## config.mk

```make
export PLATFORM = sky130hd
export DESIGN_NAME = vga_framelock_timing
export DESIGN_NICKNAME = d
export VERILOG_FILES = /design/src/rtl/vft_pkg.sv /design/src/rtl/vft_vsync_edge.sv /design/src/rtl/vft_realign.sv /design/src/rtl/vft_counters.sv /design/src/rtl/vft_out_stage.sv /design/src/rtl/vga_framelock_timing.sv
export SDC_FILE = /design/constraint.sdc
export NUM_CORES = 1
export LEC_CHECK = 0
export ABC_AREA = 1
export ABC_CLOCK_PERIOD_IN_PS = 3200
export BUFFER_PORTS_ARGS = -buffer_cell sky130_fd_sc_hd__buf_2
export CAP_MARGIN = 20
export CORE_UTILIZATION = 55
export CTS_BUF_LIST = sky130_fd_sc_hd__clkbuf_8
export DETAILED_ROUTE_END_ITERATION = 10
export GPL_TIMING_DRIVEN = 0
export PLACE_DENSITY = 0.75
export SETUP_SLACK_MARGIN = 0.02
export SKIP_CTS_REPAIR_TIMING = 1
export SYNTH_ARGS = -nofsm -noshare
export SYNTH_HDL_FRONTEND = slang
export SYNTH_SLANG_ARGS = --single-unit
```

## constraint.sdc

```tcl
create_clock -name clk -period 3.2 [get_ports clk]
set_input_delay 0.16 -clock clk [delete_from_list [all_inputs] [get_ports clk]]
set_output_delay 0.16 -clock clk [all_outputs]
set_load 0.02 [all_outputs]
```

## src/rtl/vft_pkg.sv

```systemverilog
// Package: shared types for the frame-locked raster timing generator.
// Assumes: nothing beyond IEEE 1800-2017.
package vft_pkg;

    // Timing flags that travel through the output pipeline together
    typedef struct packed {
        logic hs_n;
        logic vs_n;
        logic act;
    } vft_flags_t;

    localparam vft_flags_t VFT_IDLE = '{hs_n: 1'b1, vs_n: 1'b1, act: 1'b0};

endpackage

```

## src/rtl/vft_vsync_edge.sv

```systemverilog
// Module: brings the asynchronous input vertical sync into the clock
// domain through SYNC_STAGES flops, then flags each rising edge for one clock.
// Assumes: input pulses are wider than one clock period.
module vft_vsync_edge #(
    parameter int SYNC_STAGES = 2
) (
    input  logic clk,
    input  logic rst_n,
    input  logic vin,
    output logic rise
);

    logic [SYNC_STAGES:0] shreg;

    // Shift the input through the synchroniser plus one history flop
    always_ff @(posedge clk) begin
        if (!rst_n) shreg <= '0;
        else        shreg <= {shreg[SYNC_STAGES-1:0], vin};
    end

    // Edge flag: newest synchronised sample high, previous one low
    always_comb rise = shreg[SYNC_STAGES-1] & ~shreg[SYNC_STAGES];

    // A rise lasts exactly one clock
    p_rise_single_r6: assert property (@(posedge clk) disable iff (!rst_n)
        rise |=> !rise);

endmodule

```

## src/rtl/vft_realign.sv

```systemverilog
// Module: keeps the pending realignment request, and releases it at the
// end of the first line that lies in vertical blanking.
// Assumes: hcnt/vcnt come from vft_counters in the same clock domain.
module vft_realign #(
    parameter int H_TOTAL  = 800,
    parameter int V_ACTIVE = 480,
    parameter int HC_W     = 10,
    parameter int VC_W     = 10
) (
    input  logic            clk,
    input  logic            rst_n,
    input  logic            rise,
    input  logic [HC_W-1:0] hcnt,
    input  logic [VC_W-1:0] vcnt,
    output logic            load,
    output logic            pending
);

    localparam logic [HC_W-1:0] H_LAST  = HC_W'(H_TOTAL - 1);
    localparam logic [VC_W-1:0] V_BLANK = VC_W'(V_ACTIVE);

    // Release the request only at a line end inside vertical blanking
    always_comb load = pending && (vcnt >= V_BLANK) && (hcnt == H_LAST);

    // Hold the request until it is used; a new edge always re-arms it
    always_ff @(posedge clk) begin
        if (!rst_n) pending <= 1'b0;
        else        pending <= rise | (pending & ~load);
    end

    // A rise always leaves a pending request behind
    p_pend_set_r6: assert property (@(posedge clk) disable iff (!rst_n)
        rise |=> pending);

    // A used request is gone unless a fresh edge came in that cycle
    p_pend_clear_r6: assert property (@(posedge clk) disable iff (!rst_n)
        (load && !rise) |=> !pending);

endmodule

```

## src/rtl/vft_counters.sv

```systemverilog
// Module: column and line counters of the output raster. They run
// freely and jump to column 0 of ALIGN_LINE when load is pulsed.
// Assumes: load arrives only at a blanking line end (checked below).
module vft_counters #(
    parameter int H_TOTAL    = 800,
    parameter int V_TOTAL    = 525,
    parameter int V_ACTIVE   = 480,
    parameter int ALIGN_LINE = 493,
    parameter int HC_W       = 10,
    parameter int VC_W       = 10
) (
    input  logic            clk,
    input  logic            rst_n,
    input  logic            load,
    output logic [HC_W-1:0] hcnt,
    output logic [VC_W-1:0] vcnt
);

    localparam logic [HC_W-1:0] H_LAST  = HC_W'(H_TOTAL - 1);
    localparam logic [VC_W-1:0] V_LAST  = VC_W'(V_TOTAL - 1);
    localparam logic [VC_W-1:0] V_ALIGN = VC_W'(ALIGN_LINE);
    localparam logic [VC_W-1:0] V_BLANK = VC_W'(V_ACTIVE);

    logic line_end;
    always_comb line_end = (hcnt == H_LAST);

    // Column counter: wrap at line end, restart on realignment
    always_ff @(posedge clk) begin
        if (!rst_n)        hcnt <= '0;
        else if (load)     hcnt <= '0;
        else if (line_end) hcnt <= '0;
        else               hcnt <= hcnt + 1'b1;
    end

    // Line counter: step at line end, wrap at frame end, jump on realignment
    always_ff @(posedge clk) begin
        if (!rst_n)            vcnt <= '0;
        else if (load)         vcnt <= V_ALIGN;
        else if (line_end) begin
            if (vcnt == V_LAST) vcnt <= '0;
            else                vcnt <= vcnt + 1'b1;
        end
    end

    // Columns advance by one inside a line
    p_hstep_r1: assert property (@(posedge clk) disable iff (!rst_n)
        (!load && hcnt != H_LAST) |=> hcnt == $past(hcnt) + 1'b1);

    // The line changes only at a line end
    p_vhold_r2: assert property (@(posedge clk) disable iff (!rst_n)
        (!load && hcnt != H_LAST) |=> $stable(vcnt));

    // The frame wraps to line 0 after its last line
    p_vwrap_r2: assert property (@(posedge clk) disable iff (!rst_n)
        (!load && hcnt == H_LAST && vcnt == V_LAST) |=> (vcnt == '0 && hcnt == '0));

    // Realignment comes only at a blanking line end
    p_load_blank_r6: assert property (@(posedge clk) disable iff (!rst_n)
        load |-> (vcnt >= V_BLANK && line_end));

    // Realignment lands on the alignment line at column 0
    p_load_target_r6: assert property (@(posedge clk) disable iff (!rst_n)
        load |=> (hcnt == '0 && vcnt == V_ALIGN));

    // Active lines are never disturbed
    p_active_free_r7: assert property (@(posedge clk) disable iff (!rst_n)
        (vcnt < V_BLANK) |-> !load);

endmodule

```

## src/rtl/vft_out_stage.sv

```systemverilog
// Module: decodes the counters into sync and window flags and the
// line-doubled read address. The address is registered once; the flags
// are registered twice, so they line up with data read one cycle later.
// Assumes: the frame store has one clock of read latency.
module vft_out_stage
    import vft_pkg::*;
#(
    parameter int H_ACTIVE    = 640,
    parameter int HS_START    = 655,
    parameter int HS_END      = 752,
    parameter int V_ACTIVE    = 480,
    parameter int VS_START    = 490,
    parameter int VS_END      = 492,
    parameter int STORED_ROWS = 204,
    parameter int HC_W        = 10,
    parameter int VC_W        = 10,
    parameter int ADDR_W      = 17
) (
    input  logic              clk,
    input  logic              rst_n,
    input  logic [HC_W-1:0]   hcnt,
    input  logic [VC_W-1:0]   vcnt,
    output logic              hsync_n,
    output logic              vsync_n,
    output logic              video_active,
    output logic              rd_valid,
    output logic [ADDR_W-1:0] rd_addr
);

    localparam int SHOWN_INT = (2 * STORED_ROWS < V_ACTIVE) ? 2 * STORED_ROWS : V_ACTIVE;
    localparam logic [HC_W-1:0]   H_VIS    = HC_W'(H_ACTIVE);
    localparam logic [HC_W-1:0]   HS_FIRST = HC_W'(HS_START);
    localparam logic [HC_W-1:0]   HS_LAST  = HC_W'(HS_END);
    localparam logic [VC_W-1:0]   V_VIS    = VC_W'(V_ACTIVE);
    localparam logic [VC_W-1:0]   VS_FIRST = VC_W'(VS_START);
    localparam logic [VC_W-1:0]   VS_LAST  = VC_W'(VS_END);
    localparam logic [VC_W-1:0]   V_SHOWN  = VC_W'(SHOWN_INT);
    localparam logic [ADDR_W-1:0] LINE_LEN = ADDR_W'(H_ACTIVE);

    vft_flags_t flags_now, flags_s1, flags_s2;
    logic       fetch_now;
    logic [VC_W-1:0]   row;
    logic [ADDR_W-1:0] addr_now;

    // Decode the current counter position into timing flags
    always_comb begin
        flags_now.hs_n = !((hcnt >= HS_FIRST) && (hcnt <= HS_LAST));
        flags_now.vs_n = !((vcnt >= VS_FIRST) && (vcnt <= VS_LAST));
        flags_now.act  = (hcnt < H_VIS) && (vcnt < V_VIS);
    end

    // Line doubling: each stored row serves two output lines
    always_comb begin
        row       = vcnt >> 1;
        fetch_now = (hcnt < H_VIS) && (vcnt < V_SHOWN);
        addr_now  = fetch_now ? (ADDR_W'(row) * LINE_LEN + ADDR_W'(hcnt)) : '0;
    end

    // First stage: read address and its flags
    always_ff @(posedge clk) begin
        if (!rst_n) begin
            flags_s1 <= VFT_IDLE;
            rd_valid <= 1'b0;
            rd_addr  <= '0;
        end else begin
            flags_s1 <= flags_now;
            rd_valid <= fetch_now;
            rd_addr  <= addr_now;
        end
    end

    // Second stage: delay the flags to match the store's read latency
    always_ff @(posedge clk) begin
        if (!rst_n) flags_s2 <= VFT_IDLE;
        else        flags_s2 <= flags_s1;
    end

    always_comb begin
        hsync_n      = flags_s2.hs_n;
        vsync_n      = flags_s2.vs_n;
        video_active = flags_s2.act;
    end

    // A fetched pixel is shown as active one clock later
    p_valid_then_active_r9: assert property (@(posedge clk) disable iff (!rst_n)
        rd_valid |=> video_active);

    // No fetch means a zero address
    p_addr_idle_r9: assert property (@(posedge clk) disable iff (!rst_n)
        !rd_valid |-> rd_addr == '0);

    // Sync pulses stay outside the visible window
    p_hs_blank_r4: assert property (@(posedge clk) disable iff (!rst_n)
        !hsync_n |-> !video_active);

    // Vertical sync stays outside the visible window
    p_vs_blank_r5: assert property (@(posedge clk) disable iff (!rst_n)
        !vsync_n |-> !video_active);

    // Reset leaves every output idle
    p_reset_idle_r10: assert property (@(posedge clk)
        !rst_n |=> (hsync_n && vsync_n && !video_active && !rd_valid && rd_addr == '0));

endmodule

```

## src/rtl/vga_framelock_timing.sv

```systemverilog
// Module: top of the frame-locked raster timing generator. It runs the
// output raster from the local clock and realigns it to the incoming
// vertical sync at most once per incoming frame, inside vertical blanking.
// Assumes: clk is the output pixel clock; vin_vsync is asynchronous.
module vga_framelock_timing #(
    parameter int H_ACTIVE    = 640,
    parameter int HS_START    = 655,
    parameter int HS_END      = 752,
    parameter int H_TOTAL     = 800,
    parameter int V_ACTIVE    = 480,
    parameter int VS_START    = 490,
    parameter int VS_END      = 492,
    parameter int V_TOTAL     = 525,
    parameter int STORED_ROWS = 204,
    parameter int ALIGN_LINE  = 493,
    parameter int SYNC_STAGES = 2,
    localparam int ADDR_W     = $clog2(STORED_ROWS * H_ACTIVE)
) (
    input  logic              clk,
    input  logic              rst_n,
    input  logic              vin_vsync,
    output logic              hsync_n,
    output logic              vsync_n,
    output logic              video_active,
    output logic              rd_valid,
    output logic [ADDR_W-1:0] rd_addr
);

    localparam int HC_W = $clog2(H_TOTAL);
    localparam int VC_W = $clog2(V_TOTAL);

    logic            rise, load, pending;
    logic [HC_W-1:0] hcnt;
    logic [VC_W-1:0] vcnt;

    vft_vsync_edge #(.SYNC_STAGES(SYNC_STAGES)) u_edge (
        .clk(clk), .rst_n(rst_n), .vin(vin_vsync), .rise(rise)
    );

    vft_realign #(
        .H_TOTAL(H_TOTAL), .V_ACTIVE(V_ACTIVE), .HC_W(HC_W), .VC_W(VC_W)
    ) u_realign (
        .clk(clk), .rst_n(rst_n), .rise(rise), .hcnt(hcnt), .vcnt(vcnt),
        .load(load), .pending(pending)
    );

    vft_counters #(
        .H_TOTAL(H_TOTAL), .V_TOTAL(V_TOTAL), .V_ACTIVE(V_ACTIVE),
        .ALIGN_LINE(ALIGN_LINE), .HC_W(HC_W), .VC_W(VC_W)
    ) u_cnt (
        .clk(clk), .rst_n(rst_n), .load(load), .hcnt(hcnt), .vcnt(vcnt)
    );

    vft_out_stage #(
        .H_ACTIVE(H_ACTIVE), .HS_START(HS_START), .HS_END(HS_END),
        .V_ACTIVE(V_ACTIVE), .VS_START(VS_START), .VS_END(VS_END),
        .STORED_ROWS(STORED_ROWS), .HC_W(HC_W), .VC_W(VC_W), .ADDR_W(ADDR_W)
    ) u_out (
        .clk(clk), .rst_n(rst_n), .hcnt(hcnt), .vcnt(vcnt),
        .hsync_n(hsync_n), .vsync_n(vsync_n), .video_active(video_active),
        .rd_valid(rd_valid), .rd_addr(rd_addr)
    );

    // A pending request never survives reset
    p_reset_drops_pend_r10: assert property (@(posedge clk)
        !rst_n |=> !pending);

endmodule

```

# Word-level counts from Yosys, hierarchy flattened
# Cells that the tools add are included.
# Widths: inputs -> output; s select.
# op_classes
addsub,3
multipliers,1
n_lt_le_gt_ge,8
n_eq_ne,2
muxes,3
bitwise,6
reduce_logical,12
# ops
cell,count
$add 10x1->10 const B,2
$eq 10x10->1 const B,2
$ge 10x9->1 const B,2
$lt 10x9->1 const B,2
$mux 9,2
$add 17x10->17,1
$ge 10x10->1 const B,1
$le 10x10->1 const B,1
$le 10x9->1 const B,1
$lt 10x10->1 const B,1
$mul 9x3->10 const B,1
$mux 10,1
$logic_and 1x1->1,6
$not 1->1,3
$reduce_or 3->1,1
$and 1x1->1,2
$logic_not 1->1,2
$reduce_and 2->1,1
$reduce_bool 2->1,1
$reduce_or 2->1,1
$or 1x1->1,1
# totals
register_bits,48
in_bits,3
output_inout_bits,21
word_cells,48

# Logic depth before layout (Yosys ltp)
# Gate-level depths: netlist of run 1.
# logic_depth
word_depth,6
mapped_depth,13
depth_no_buf,13

# Modules after synthesis
# Synthesis of run 1 repeated with hierarchy kept, for this count alone.
# hier_totals
cells_unflattened,391
hier_area_um2,2753.9
# modules_own_cells
module,n_inst,cells_per_inst,area_per_inst_um2,seq_area_each_um2
vft_out_stage,1,185,1367.6,480.5
vft_counters,1,171,1158.6,400.4
vft_realign,1,24,135.1,20.0
vft_vsync_edge,1,11,92.6,60.1

# Worst setup path after synthesis of run 1
# OpenSTA, ideal clock, no wires.
# synth_timing
path_kind,reg2reg
startpoint,reg u_cnt.vcnt[2]
endpoint,reg u_out.rd_addr[16]
setup_ns,0.115
t_arrival_ns,2.103
required_ns,3.085
path_slack_ns,0.982
stages_incl_launch_ff,13
n_path_buf,0
synth_period_minus_slack_ns,2.218
path_cell_list,dfxtp_1 > ha_1 > ha_1 > inv_1 > fa_1 > nor2_1 > nand3_1 > nand2_1 > nand3_1 > nor2_1 > nand3_1 > nand2_1 > nor2_1
# synth_via
elab_chain_cells,3
elab_cells_between_ends,5
cone_classes,add/sub: 1; mul: 1; order compare: 1; reduce/logical: 2
# synth_rtl
element,line,source
start: declaration,vft_counters.sv:16,output logic [VC_W-1:0] vcnt
start signal: assignment,vft_counters.sv:41,else vcnt <= vcnt + 1'b1;
"parallel branches: the longest is 3 deep, another holds $add 17x10->17",n/a,
end signal: assignment,vft_out_stage.sv:68,rd_addr <= addr_now;
end: declaration,vft_out_stage.sv:27,output logic [ADDR_W-1:0] rd_addr
# Several ways; the timed one is not identified.
# A chain may end at the register's enable or synchronous reset.

# Final worst setup path of run 1
# Same ends and word-level chain as after synthesis.

==> results.yml, run 1 <==
flow_run:
  maxCapViolCount: 0
route:
  vias_per_cell: 5.072
  drt_iter0_drc: 79
  wl_per_cell_microns: 10.98
  first_pass_iters: 4
  vias: 2176
  drc: 0
  drt-total-wl_mm: 4.711
  antenna_left: 0
sta:
  hold_viol: 0
  relSlewSlack_pct: 70.09
  layout_setup_ws_ns: 0.7476
  drv_slew: 0
  worst_slew_pin_slew_ns: 0.4487
  layout_min_cycle_time_ns: 2.452
  fmax_mhz: 407.8
  finClkSkew_ns: 0.006116
  holdWs_ns: 0.04325
  fin_crit_sh_pct: 76.64
  rsz0062_at_grt: "no"
  setup_viol: 0
  tns_ns: 0
place:
  post-dp-hpwl_mm: 3.629
  port-buffer-count: 23
  dp_slack_ns: 0.7382
  gp_congestion: 0.9181
  place_area_sq_um: 2716
power:
  vdd_drop_max_mv: 0.2838
  power_leakage_uw: 0.001377
  power_density_nw_per_um2: 388.3
floorplan:
  row_count: 24
  io_pins: 24
  initial_core_util_pct: 57.85
  die_area_sq_um: 4887
  die_h_microns: 69.91
  core_area_sq_um: 4384
  die_width_microns: 69.91
worst_setup_path:
  cp_max_fo: 8
  critical_path_class: "reg -> reg"
  cp.required_ns: 3.39
  rr_worst_depth: 12
  cp.arrival_ns: 2.64
  r2r_end: "u_out.rd_addr[16]"
  r2r_start: "u_cnt.vcnt[2]"
  startpoint_type: "register"
  rrSetupSlack_ns: 0.75
  worst_setup_path_end_kind: "register"
layout:
  layout_commonest_cell: "nand2_1"
  drive_gt1_share_pct: 14.06
  fin_nets: 401
  nFillCells: 417
  num_antenna_cells: 0
  area_growth_pct: 11.89
  post-route-util_pct: 64.73
  seq_area_sq_um: 960.9
  final_area_sq_um: 2838
  final_cell_mix: "74 x nand2_1, 58 x inv_1, 48 x dfxtp_1"
  multi_input_area_sq_um: 1308
clock_tree:
  clk_pin_slew_ns: 0.09
  cts_buffer_depth: 2
  cts.sinks: 48
  htreeDepth: 2
  cts-buffers-inserted: 5
  clk_latency_ns: 0.29
  cts_tree: "done"
  cts_root_buf: "clkbuf_8"
hold_path:
  hp-start: "vin_vsync"
  hp-class: "in -> reg"
  whs_endpoint: "u_edge.shreg[0]"
  hold_depth: 3
global_routing:
  grt_max_degree: 16
  grt_pass1_vias: 1847
  grt_pass1_wl_mm: 7.900
  antenna_found_initial: 0
  grt_util_all_layers_pct: 20.26
  overflow: 0
logic_synthesis:
  yosysUniqueCellTypes: 30
  syn_nets: 371
  syn_inst: 346
  synth.area.top_cells: "dfxtp_1 38%, nand2_1 11%, ha_1 9.9%"
  synth_area_per_cell_sq_um: 7.330
  synth_area_sq_um: 2536
  yosysWarningCount: 0
  ys_seq_elements: 48
  synth_top_cell_area_share_pct: 37.89
  synth.yosys.seq_area_share_pct: 37.89
  yosys.area.top_type: "dfxtp_1"
status:
  status: "finished clean"
-- synthesized netlist by cell type --
cell      count
nor2_4        1
ha_1         20
nor3_1        6
xnor2_1       1
or2_2         3
and2_1        1
buf_6         3
buf_2         1
fa_1          2
inv_1        58
nor3b_1       2
nand4_1       7
nand3b_1      1
nand2_2       1
nor4_1        2
a21oi_1      17
o22ai_1       1
o21ai_0       9
o211ai_1      2
o21ai_1       1
xor2_1        8
nor2_1       35
nor2_2       10
dfxtp_1      48
nand3_1      26
clkbuf_1      1
a31oi_1       2
nand2_1      74
inv_2         2
nor3_4        1
-- final cells by class --
cell class	instances	share of cell area, %
plain buffers	5	1.499
clock buffers	6	2.910
clock inverters	2	1.367
inverters	60	7.937
multi-input cells	233	46.08
flip-flops and latches	48	33.86
well taps	52	2.293
repair buffers	23	4.056
-- sequential cells by signal, summed over array words and instances, names as in the netlist --
name                flops
u_cnt.hcnt             10
u_cnt.vcnt             10
u_edge.shreg            3
u_out.flags_s1          3
u_out.hsync_n           1
u_out.rd_addr          17
u_out.rd_valid          1
u_out.video_active      1
u_out.vsync_n           1
u_realign.pending       1
-- per-layer routing --
layer / wire length, microns / GRT usage (%)
met1: 2342 / 26.20
met2: 2179 / 33.65
met3: 153 / 5.195
met4: 35 / 5.333
met5: 0 / 0
-- stage by stage --
stage               instances  power [uW]
detailed placement        421       665.7
global placement          421       663.8
global route              429        1151
floorplan                 346       652.2
CTS                       429        1119
finish                    429        1102
-- report_power, final --
| group | switching, uW | leakage (uW) | internal (uW) |
|---|---|---|---|
| Combinational | 27.7 | 0.000926 | 13.6 |
| Sequential | 3.95 | 0.000389 | 606 |
| Clock | 195 | 0.0000614 | 255 |
-- worst max-delay path by stage --
stage | startpoint | endpoint | slack, ns | cells after the start
floorplan | u_cnt.vcnt[2] | u_out.rd_addr[16] | 0.98 | 12
global placement | u_cnt.vcnt[2] | u_out.rd_addr[16] | 0.77 | 12
detailed placement | u_cnt.vcnt[2] | u_out.rd_addr[16] | 0.74 | 12
CTS | u_cnt.vcnt[2] | u_out.rd_addr[16] | 0.72 | 12
global route | u_cnt.vcnt[4] | u_out.rd_addr[16] | 0.49 | 12
finish | u_cnt.vcnt[2] | u_out.rd_addr[16] | 0.75 | 12
-- worst max-delay path: stages, from the launching register on --
cell	delay [ns]
dfxtp_1	0.47
ha_1	0.28
ha_1	0.23
inv_1	0.08
fa_1	0.47
nor2_1	0.17
nand3_1	0.08
nand2_1	0.13
nand3_1	0.09
nor2_1	0.17
nand3_1	0.09
nand2_1	0.06
nor2_1	0.03
-- cell families (layout without fill, tap and decap cells) --
| kind of cell | after synthesis | after routing | share of synthesized area [%] |
|---|---|---|---|
| fa+ha+maj | 22 | 22 | 11.45 |
| simple gates | 170 | 170 | 30.34 |
| compound gates | 32 | 32 | 6.660 |
| flops | 48 | 48 | 37.89 |
| xor+xnor | 9 | 9 | 3.108 |
| buf+inv | 65 | 96 | 10.56 |
(Power assumes the default switching activity.)
==> run 2, diff against run 1 <==
--- a/config.mk
+++ b/config.mk
@@ -6,7 +6,7 @@
 export NUM_CORES = 1
 export LEC_CHECK = 0
 export ABC_AREA = 1
-export ABC_CLOCK_PERIOD_IN_PS = 3200
+export ABC_CLOCK_PERIOD_IN_PS = 2400
 export BUFFER_PORTS_ARGS = -buffer_cell sky130_fd_sc_hd__buf_2
 export CAP_MARGIN = 20
 export CORE_UTILIZATION = 55
==> constraint.sdc (replaced) <==
create_clock -name clk -period 2.4 [get_ports clk]
set_input_delay 0.12 -clock clk [delete_from_list [all_inputs] [get_ports clk]]
set_output_delay 0.12 -clock clk [all_outputs]
set_load 0.02 [all_outputs]
==> run 2 against run 1 <==
Compared with the run above: global-route usage stayed put; routed wire length is 1.8% higher; clock-buffer cell count stayed put; utilization is 1.5 points higher; critical path type unchanged; sequential power is 33% higher; clock skew hardly changed; total power is 33% higher; combinational power is 36% higher; register-to-register slack worse by 0.61 ns.
==> results.yml, run 2 (synthesis gave the netlist of run 1 again) <==
worst_setup_path:
  critical_path.max_stage_delay_ns: 0.49
  path_buf_inv: 1
  crit_slowest_cell: "fa_2"
  critical_path_class: "reg -> reg"
  cp.arrival_ns: 2.46
  crit_path_frequent_cell: "nand3_1"
  crit_chain: "ha_1 -> ha_2 -> inv_1 -> fa_2 -> nor2_4 -> nand3_1 -> nand2_2 -> nand3_1 -> nor2_2 -> nand3_1 -> nand2_1 -> nor2_1"
  startpoint_type: "register"
  crit_family: "adder cells"
  cp.required_ns: 2.59
  worst_setup_path_end_kind: "register"
  cp_max_fo: 8
sta:
  relSlewSlack_pct: 68.67
  worst_slew_pin_slew_ns: 0.4699
  layout_setup_ws_ns: 0.1339
  tns_ns: 0
  setup_viol: 0
  finClkSkew_ns: 0.006203
  hold_viol: 0
  drv_slew: 0
  fmax_mhz: 441.3
  fin_crit_sh_pct: 94.42
  rsz0062_at_grt: "no"
  layout_min_cycle_time_ns: 2.266
route:
  vias: 2192
  drc: 0
  wl_per_cell_microns: 11.08
  first_pass_iters: 4
  drt_iter0_drc: 69
  vias_per_cell: 5.062
  drt-total-wl_mm: 4.798
  antenna_left: 0
power:
  finalPower_uw: 1471
  power_density_nw_per_um2: 506.5
  power_leakage_uw: 0.001405
  vdd_drop_max_mv: 0.3762
clock_tree:
  cts-buffers-inserted: 5
  cts_root_buf: "clkbuf_8"
  cts.sinks: 48
  cts_buffer_depth: 2
  clk_latency_ns: 0.30
  clk_pin_slew_ns: 0.09
  htreeDepth: 2
  cts_tree: "done"
status:
  status: "finished clean"
floorplan:
  die_area_sq_um: 4887
  core_area_sq_um: 4384
  die_h_microns: 69.91
  io_pins: 24
  row_count: 24
  die_width_microns: 69.91
  initial_core_util_pct: 57.85
layout:
  fin_nets: 405
  post-route-util_pct: 66.24
  num_antenna_cells: 0
  regMostFlops: "u_out.rd_addr"
  largest_reg_flops: 17
  final_cell_mix: "73 x nand2_1, 58 x inv_1, 45 x dfxtp_1"
  layout_commonest_cell: "nand2_1"
  area_growth_pct: 14.50
  drive_gt1_share_pct: 17.06
  final_area_sq_um: 2904
  top_regs: "u_out.rd_addr: 17 flops, u_cnt.hcnt: 10 flops, u_cnt.vcnt: 10 flops"
place:
  port-buffer-count: 23
  post-dp-hpwl_mm: 3.629
  place_area_sq_um: 2716
  gp_congestion: 0.9181
  dp_slack_ns: -0.06183
global_routing:
  antenna_found_initial: 0
  overflow: 0
  grt_pass1_vias: 1847
  grt_pass1_wl_mm: 7.900
  grt_max_degree: 16
  grt_util_all_layers_pct: 20.26
flow_run:
  maxCapViolCount: 0
hold_path:
  hp-class: "in -> reg"
[run 2: final timing paths]
check / start / to / slack [ns] / cells after the start
worst max-delay path: u_cnt.vcnt[2] / u_out.rd_addr[16] / 0.13 / 12
worst min-delay path: rst_n / u_out.flags_s1[2] / 0.16 / 4
worst max register to register: u_cnt.vcnt[2] / u_out.rd_addr[16] / 0.13 / 12
worst min register to register: u_out.flags_s1[2] / u_out.hsync_n / 0.42 / 1
[run 2: power by group]
group	internal [uW]	total, uW	leakage (uW)	switching [uW]
Clock	341	604	0.0000614	263
Combinational	19.1	56.1	0.000952	37.0
Sequential	806	811	0.000392	5.33
Total	1170	1470	0.00140	305
[run 2: layout make-up]
class                   count  area [sq um]
clock inverters             2         38.79
repair buffers             27         147.6
inverters                  60         225.2
clock buffers               6         82.58
flip-flops and latches     48         969.7
fillers                   409          1480
multi-input cells         233          1333
well taps                  52         65.06
plain buffers               5         42.54
[run 2: per-stage QoR]
step / hold slack, ns / instances
detailed placement: 0.3071 / 421
floorplan: 0.2176 / 346
global placement: 0.3065 / 421
finish: 0.1625 / 433
CTS: -0.006147 / 429
global route: 0.1749 / 433
[run 2: tightest hold or removal path, stage by stage]
cell,delay (ns)
buf_2,0.13
nand2_1,0.06
nor3_1,0.04
nand3_1,0.08
[run 2: metal layers]
layer  wire length [microns]  GRT usage (%)  share of wire (%)
met1                    2353          26.20                 49
met2                    2224          33.65                 46
met3                     170          5.195                3.5
met4                      48          5.333                1.0
met5                       0              0                  0
==> run 3, diff against run 2 <==
--- a/config.mk
+++ b/config.mk
@@ -10,7 +10,7 @@
 export BUFFER_PORTS_ARGS = -buffer_cell sky130_fd_sc_hd__buf_2
 export CAP_MARGIN = 20
 export CORE_UTILIZATION = 55
-export CTS_BUF_LIST = sky130_fd_sc_hd__clkbuf_8
+export CTS_BUF_LIST = sky130_fd_sc_hd__clkbuf_2
 export DETAILED_ROUTE_END_ITERATION = 10
 export GPL_TIMING_DRIVEN = 0
 export PLACE_DENSITY = 0.75
==> run 3 against run 2 <==
Compared with the run above: combinational power increased by 3%; critical path depth unchanged; die area unchanged; clock-buffer cell count decreased by 1; clock power decreased by 28%; sequential cell count unchanged; global-route usage decreased by 0.12 points; sequential power increased by 0.5%; register-to-register slack about the same; sequential share of layout area increased by 0.28 points; via count increased by 0.87%; routed wire length increased by 2.1%; critical path type unchanged; largest cell class unchanged; highest routed layer unchanged.
==> results.yml, run 3 (synthesis gave the netlist of run 1 again) <==
status:
  status: "finished clean"
place:
  place_area_sq_um: 2716
  port-buffer-count: 23
  post-dp-hpwl_mm: 3.629
  gp_congestion: 0.9181
  dp_slack_ns: -0.06183
sta:
  relSlewSlack_pct: 68.10
  hold_viol: 0
  layout_min_cycle_time_ns: 2.271
  drv_slew: 0
  fin_crit_sh_pct: 94.63
  layout_setup_ws_ns: 0.1289
  rsz0062_at_grt: "no"
  setup_viol: 0
  worst_slew_pin_slew_ns: 0.4785
  finClkSkew_ns: 0.01538
  holdWs_ns: 0.4086
  fmax_mhz: 440.3
clock_tree:
  cts.sinks: 48
  htreeDepth: 2
  cts_buffer_depth: 2
  clk_pin_slew_ns: 0.24
  clk_latency_ns: 0.42
  cts-buffers-inserted: 5
  cts_root_buf: "clkbuf_2"
  cts_tree: "done"
route:
  vias: 2211
  vias_per_cell: 5.059
  drt_iter0_drc: 87
  first_pass_iters: 4
  drt-total-wl_mm: 4.897
  antenna_left: 0
  drc: 0
  wl_per_cell_microns: 11.21
global_routing:
  grt_util_all_layers_pct: 20.14
  antenna_found_initial: 0
  grt_pass1_wl_mm: 7.893
  grt_pass1_vias: 1855
  grt_max_degree: 16
  overflow: 0
floorplan:
  initial_core_util_pct: 57.85
  die_h_microns: 69.91
  die_area_sq_um: 4887
  row_count: 24
  io_pins: 24
  core_area_sq_um: 4384
  die_width_microns: 69.91
worst_setup_path:
  path_buf_inv: 1
  startpoint_type: "register"
  cp.required_ns: 2.74
  crit_family: "adder cells"
  cp.arrival_ns: 2.61
  critical_path.max_stage_delay_ns: 0.49
  crit_slowest_cell: "fa_2"
  crit_path_frequent_cell: "nand3_1"
  worst_setup_path_end_kind: "register"
  cp_max_fo: 4
  critical_path_class: "reg -> reg"
  crit_chain: "ha_1 -> ha_2 -> inv_1 -> fa_2 -> nor2_4 -> nand3_1 -> nand2_2 -> nand3_1 -> nor2_2 -> nand3_1 -> nand2_1 -> nor2_1"
layout:
  layout_commonest_cell: "nand2_1"
  largest_reg_flops: 17
  num_antenna_cells: 0
  nFillCells: 414
  final_cell_mix: "73 x nand2_1, 58 x inv_1, 44 x dfxtp_1"
  top_regs: "u_out.rd_addr: 17 flops, u_cnt.hcnt: 10 flops, u_cnt.vcnt: 10 flops"
  regMostFlops: "u_out.rd_addr"
  post-route-util_pct: 65.78
  final_area_sq_um: 2884
  area_growth_pct: 13.72
  drive_gt1_share_pct: 17.66
  fin_nets: 409
flow_run:
  maxCapViolCount: 0
power:
  power_leakage_uw: 0.001405
  finalPower_uw: 1304
  power_density_nw_per_um2: 452.3
  vdd_drop_max_mv: 0.3406
hold_path:
  hp-class: "in -> reg"
run 3: worst paths after layout:
kind	start	endpoint	slack, ns	cells past startpoint
min	vin_vsync	u_edge.shreg[0]	0.41	4
min reg2reg	u_edge.shreg[0]	u_edge.shreg[1]	0.44	2
max	u_cnt.vcnt[2]	u_out.rd_addr[16]	0.13	12
max reg2reg	u_cnt.vcnt[2]	u_out.rd_addr[16]	0.13	12
run 3: layout make-up:
cell class | instances | area (sq um) | area share [%]
multi-input combinational | 233 | 1333 | 46.20
sequential | 48 | 970.9 | 33.67
inverter | 60 | 225.2 | 7.809
timing repair buffer | 31 | 180.2 | 6.247
tap | 52 | 65.06 | 2.256
clock inverter | 3 | 42.54 | 1.475
buffer | 5 | 42.54 | 1.475
clock buffer | 5 | 25.02 | 0.8677
run 3: per-layer routing:
metal / vias to the layer above / GRT usage [%] / part of all wire (%)
met2: 52 / 33.65 / 47
met5: - / 0 / 0
met1: 986 / 26.11 / 48
li1: 1168 / - / -
met3: 5 / 3.896 / 3.3
met4: 0 / 6.667 / 0.88
run 3: worst min-delay path, delay by kind of cell:
kind                   cells  cell delay, ns
buffers and inverters      3            0.67
AND/OR/NAND/NOR            1            0.04
run 3: stage by stage:
stage               TNS [ns]  std cells
global placement    -0.02517        421
detailed placement  -0.06183        421
global route               0        437
finish                     0        437
CTS                 -0.09743        429
floorplan                  0        346
run 3: report_power, final:
group / internal (uW) / switching, uW / leakage, uW
Combinational: 20.2 / 37.4 / 0.000973
Clock: 175 / 257 / 0.0000406
Sequential: 809 / 5.25 / 0.000392
